`src/rtl/fb_mode_regs.sv`:
```
module fb_mode_regs #(
  parameter int ADDR_W    = 8,
  parameter int WIN_BYTES = 128,
  parameter int FB_BYTES  = 32'h0100_0000,
  parameter int DEF_W     = 1024,
  parameter int DEF_H     = 768,
  parameter int DEF_DEPTH = 32,
  parameter int ZERO_W    = 1920,
  parameter int ZERO_H    = 1080
) (
  input  logic              clk,
  input  logic              rst_n,
  input  logic              req_valid,
  output logic              req_ready,
  input  logic              req_write,
  input  logic [ADDR_W-1:0] req_addr,
  input  logic [3:0]        req_size,
  input  logic [63:0]       req_wdata,
  output logic              rsp_valid,
  output logic [63:0]       rsp_rdata,
  output logic              vga_mode,
  output logic              resize_req,
  output logic [15:0]       disp_width,
  output logic [15:0]       disp_height
);
  localparam int EW     = ADDR_W + 1;
  localparam int IDX_W  = $clog2(WIN_BYTES);
  localparam int INIT_W = (DEF_W == 0) ? ZERO_W : DEF_W;
  localparam int INIT_H = (DEF_H == 0) ? ZERO_H : DEF_H;
  localparam logic [95:0] INIT_VEC =
    {16'd0, 16'(DEF_DEPTH), 16'(INIT_H), 16'(INIT_W), 32'(FB_BYTES)};

  logic [7:0] mem     [WIN_BYTES];
  logic [7:0] mem_nxt [WIN_BYTES];
  logic [EW-1:0] addr_x, end_addr;
  logic size_ok, acc_ok, wr_ok, rd_ok;
  logic [63:0] rd_bytes;
  logic [15:0] cur_w, cur_h, nxt_w, nxt_h;
  logic enter_vga, leave_vga, mismatch;

  assign req_ready = 1'b1;
  assign addr_x    = {1'b0, req_addr};
  assign end_addr  = addr_x + {{(EW-4){1'b0}}, req_size};
  assign size_ok   = (req_size == 4'd1) || (req_size == 4'd2) ||
                     (req_size == 4'd4) || (req_size == 4'd8);
  assign acc_ok    = size_ok && (end_addr <= EW'(WIN_BYTES));
  assign wr_ok     = req_valid && req_write && acc_ok;
  assign rd_ok     = req_valid && !req_write && acc_ok;

  always_comb begin
    for (int i = 0; i < WIN_BYTES; i++) begin
      mem_nxt[i] = mem[i];
      if (wr_ok && EW'(i) >= addr_x && EW'(i) < end_addr)
        mem_nxt[i] = req_wdata[8*int'(3'(EW'(i) - addr_x)) +: 8];
    end
  end

  always_comb begin
    for (int k = 0; k < 8; k++)
      rd_bytes[8*k +: 8] = (rd_ok && 4'(k) < req_size) ?
                           mem[IDX_W'(addr_x + EW'(k))] : 8'h00;
  end

  assign cur_w = {mem[5], mem[4]};
  assign cur_h = {mem[7], mem[6]};
  assign nxt_w = {mem_nxt[5], mem_nxt[4]};
  assign nxt_h = {mem_nxt[7], mem_nxt[6]};

  assign enter_vga = wr_ok && !vga_mode && nxt_w == 16'd0 && nxt_h == 16'd0;
  assign leave_vga = wr_ok &&  vga_mode && nxt_w != 16'd0 && nxt_h != 16'd0;
  assign mismatch  = !vga_mode && (cur_w != disp_width || cur_h != disp_height);

  always_ff @(posedge clk) begin
    if (!rst_n) begin
      for (int i = 0; i < WIN_BYTES; i++)
        mem[i] <= (i < 12) ? INIT_VEC[8*i +: 8] : 8'h00;
    end else begin
      for (int i = 0; i < WIN_BYTES; i++)
        mem[i] <= mem_nxt[i];
    end
  end

  always_ff @(posedge clk) begin
    if (!rst_n) begin
      rsp_valid <= 1'b0;
      rsp_rdata <= '0;
    end else begin
      rsp_valid <= req_valid;
      rsp_rdata <= rd_bytes;
    end
  end

  always_ff @(posedge clk) begin
    if (!rst_n) begin
      vga_mode    <= 1'b0;
      resize_req  <= 1'b0;
      disp_width  <= 16'(INIT_W);
      disp_height <= 16'(INIT_H);
    end else if (enter_vga) begin
      vga_mode    <= 1'b1;
      resize_req  <= 1'b0;
      disp_width  <= '0;
      disp_height <= '0;
    end else begin
      if (leave_vga) vga_mode <= 1'b0;
      resize_req <= mismatch;
      if (mismatch) begin
        disp_width  <= cur_w;
        disp_height <= cur_h;
      end
    end
  end


  rsp_follows_req_chk: assert property (@(posedge clk) disable iff (!rst_n)
    req_valid |=> rsp_valid);

  rsp_no_spurious_chk: assert property (@(posedge clk) disable iff (!rst_n)
    !req_valid |=> !rsp_valid);

  oob_read_zero_chk: assert property (@(posedge clk) disable iff (!rst_n)
    (req_valid && !req_write && end_addr > EW'(WIN_BYTES)) |=> rsp_rdata == 64'd0);

  resize_linear_only_chk: assert property (@(posedge clk) disable iff (!rst_n)
    resize_req |-> !vga_mode);

  vga_entry_clears_chk: assert property (@(posedge clk) disable iff (!rst_n)
    $rose(vga_mode) |-> (disp_width == 16'd0 && disp_height == 16'd0));

  mode_holds_idle_chk: assert property (@(posedge clk) disable iff (!rst_n)
    !(req_valid && req_write) |=> $stable(vga_mode));
endmodule

```
`config.mk`:
```
export PLATFORM = sky130hd
export DESIGN_NAME = fb_mode_regs
export DESIGN_NICKNAME = d
export VERILOG_FILES = /design/src/rtl/fb_mode_regs.sv
export SDC_FILE = /design/constraint.sdc
export NUM_CORES = 2
export LEC_CHECK = 0
export BUFFER_PORTS_ARGS = -buffer_cell sky130_fd_sc_hd__buf_4
export CAP_MARGIN = 0
export CORE_UTILIZATION = 40
export CTS_CLUSTER_DIAMETER = 30
export CTS_CLUSTER_SIZE = 30
export DETAILED_ROUTE_END_ITERATION = 7
export REMOVE_ABC_BUFFERS = 1
export SLEW_MARGIN = 30
export SYNTH_ARGS = -nofsm -noshare
export SYNTH_HDL_FRONTEND = slang
export SYNTH_SLANG_ARGS = --single-unit
```
`constraint.sdc`:
```
create_clock -name clk -period 4.3 [get_ports clk]
set_input_delay 0.43 -clock clk [delete_from_list [all_inputs] [get_ports clk]]
set_output_delay 0.43 -clock clk [all_outputs]
set_load 0.02 [all_outputs]
```
==> flow_summary.toml <==
[timing]
fin_skew_ps = 104
timing.slew.headroom_pct = 24.7
post-route-min-period_ps = 3860
fin_crit_sh_pct = 89.8
setup_tns_ps = 0
finalWorstSetupSlack_ps = 438
finalHoldViolCount = 0
grt_setup_unrepaired = "false"
worstMarginPinSlew_ps = 1130
fmax_mhz = 259
slew_violations = 0
finalSetupViolCount = 0

[logic_synthesis]
syn_avg_cell_area_um2 = 15.3
synth-edff-count = 992
syn-cell-area_um2 = 83700
synthFlopType = "edfxtp_1"
synthArstFlopShare_pct = 0
synth_area_leaders = "mux4_2 (43%), edfxtp_1 (36%), mux2i_1 (3.3%)"
netlist_instances = 5476
yosys_warnings = 0
yosys.area.top_type_share_pct = 43.2
ys_seq_area_share_pct = 38.7
yosys_register_bits = 1123
yosysTopAreaCell = "mux4_2"
synth.distinct_cells = 81

[placement]
gp_congestion = 1.05
dpl_cell_area_um2 = 94400
detailed_place_hpwl_um = 332000
io_buffers = 178
pre_cts_ws_ps = -288

[grt]
grt_pass1_vias = 65800
track_usage_pct = 41.6
grt_pass1_wl_um = 586000
antenna_found_initial = 35
overflow = 0
grt_start_max_net_pins = 133

[worst_setup_path]
critPathRequiredTime_ps = 5080
criticalPathCategory = "input port to register"
cp_data_arrival_time_ps = 4640
end_kind = "register"
start_kind = "input port"
rrSetupSlack_ps = 960
critPathMaxFanout = 57

[final_layout]
drive_above_1_share_pct = 49.0
fillCellCount = 17300
fin_util_pct = 50.4
stdcell_area_um2 = 105000
seqCellArea_um2 = 32400
multi_input_area_um2 = 49400
nets = 6229
areaGrowthSynthToFinish_pct = 25.0

[floorplanning]
start_util_pct = 40.4
die_w_um = 460
num_io_pins = 180
chipHeight_um = 460
rows = 167
die_area_um2 = 211000
core_um2 = 207000

[routing]
viasPerCell = 7.67
first_pass_iters = 8
first_iter_violations = 13100
num_vias = 70400
wl_per_cell_um = 48.4
ant_nets = 0
routed_wl_um = 444000
drt_drc_violations_left = 0

[clocking]
htreeDepth = 5
cts_root_buffer = "clkbuf_16"
cts_buffers = 304
clock_sinks = 1123
cts_tree = "built"
post_cts_resized = 0
clk_latency_ps = 980
clockBufferDepth = 4
clk_pin_slew_worst_paths_ps = 40

[power_and_ir_drop]
intPower_uw = 34300
p_switching_uw = 15500
p_leak_uw = 0.0362
combPwrFrac_pct = 26.7
clockPowerShare_pct = 45.8
peakVddDrop_mv = 0.505
power_frac_seq_pct = 27.5
swShare_pct = 31.2
powerDensity_nw_per_um2 = 477

[run]
max_cap_viol_count = 0

[outcome]
status = "complete, no violations"

[worst_hold_path]
hp-class = "input port to register"
-- worst max-delay path, stage by stage --
cell and delay, ps:
buf_8 210, inv_1 150, ha_4 330, buf_12 330, buf_12 300, mux4_2 560, mux4_2 540, mux2i_1 590
buf_4 220, nand2_1 50, a31oi_1 430, buf_4 190, nor2_1 70
-- worst paths after layout --
| path | from | cells past startpoint | to |
|---|---|---|---|
| max | req_addr[1] | 13 | rsp_rdata[47]$_SDFF_PN0_ |
| min | req_addr[2] | 4 | mem[7][7]$_SDFF_PN0_ |
| max reg2reg | mem[5][3]$_SDFF_PN0_ | 6 | rsp_rdata[51]$_SDFF_PN0_ |
| min reg2reg | disp_width[11]$_SDFFE_PP0P_ | 2 | disp_width[11]$_SDFFE_PP0P_ |
-- cell type report --
cell class                 instances  share of cell area, %
antenna                           26                 0.0622
clock buffer                     370                   7.80
clock inverter                   163                   1.91
inverter                          80                  0.294
multi-input combinational       3756                   47.2
sequential                      1123                   31.0
tap                             2788                   3.33
timing repair buffer             867                   8.41
-- metal layers --
layer  wire length [um]  GRT usage [%]  part of all wire, %  vias up
li1                   -              -                    -    24700
met1             143000           49.3                   32    36200
met2             183000           58.1                   41     7672
met3              76600           20.5                   17     1733
met4              40700           31.0                  9.2       34
met5                388              0                0.087        -
-- Yosys cell counts (9+ instances only) --
cell and number:
or2_2 9, nand2b_1 11, mux2i_1 273, a211o_1 9, dfxtp_1 131, ha_1 16, nor2_1 682, nor4_1 16
mux4_2 1606, o211ai_1 25, o22ai_1 106, a21oi_1 92, o32ai_1 9, o221ai_1 12, nor2b_1 12, buf_6 11
nand3_1 31, edfxtp_1 992, and2_1 20, buf_4 26, o21ai_0 106, xnor2_1 62, a211oi_1 52, nand2_1 369
mux2_2 41, buf_1 60, o31ai_1 12, inv_1 76, nand4_1 9, buf_2 211, nor3_1 41, clkbuf_1 208
xor2_1 9, a31oi_1 22
-- sequential cells by signal, summed over array words and instances, names as in the netlist --
name	flops
mem	1024
rsp_rdata	64
disp_height	16
disp_width	16
resize_req	1
rsp_valid	1
vga_mode	1
-- stage by stage --
step                hold WS, ps  power (uW)  instances
CTS                        67.0       49100       9146
global route                114       50400       9150
detailed placement          536       26400       8611
floorplan                   492       21400       4959
finish                      139       49900       9173
global placement            535       26300       8610
-- repair_timing --
item	CTS	global route
endpoints found under the hold margin	3	0
setup buffers	0	0
hold buffers	2	0
-- cells by family after synthesis --
family          share of synthesized area (%)
compound gates                           4.05
mux                                      47.0
other cells                           0.00448
flops                                    38.7
buf+inv                                  3.21
simple gates                             5.95
fa+ha+maj                               0.263
xor+xnor                                0.801
-- power by group through the flow --
stage | logic [uW] | registers [uW] | clock network [uW]
2_1_floorplan | 7910 | 13500 | 0
3_5_place_dp | 12600 | 13800 | 0
5_1_grt | 13300 | 13800 | 23300
6_report | 13300 | 13700 | 22800
3_3_place_gp | 12600 | 13800 | 0
4_1_cts | 12700 | 13700 | 22800
-- placed cells by master, fill, tap and decap left out, types with 13 or more instances in the layout --
cell and instances:
a211oi_1 49, a21oi_1 91, a31oi_1 22, and2_1 20, buf_12 176, buf_4 682, bufinv_16 41, clkbuf_1 48
clkbuf_16 315, clkinv_1 31, clkinv_2 41, clkinv_4 15, clkinvlp_4 28, dfxtp_1 131, diode_2 26, edfxtp_1 992
ha_1 13, inv_1 75, mux2_2 41, mux2i_1 272, mux4_2 1606, nand2_1 365, nand3_1 31, nor2_1 682
nor3_1 40, nor4_1 16, o211ai_1 25, o21ai_0 59, o21ai_2 52, o22ai_1 106, xnor2_1 38, xnor2_2 21
Power figures use the tool's default switching activity.
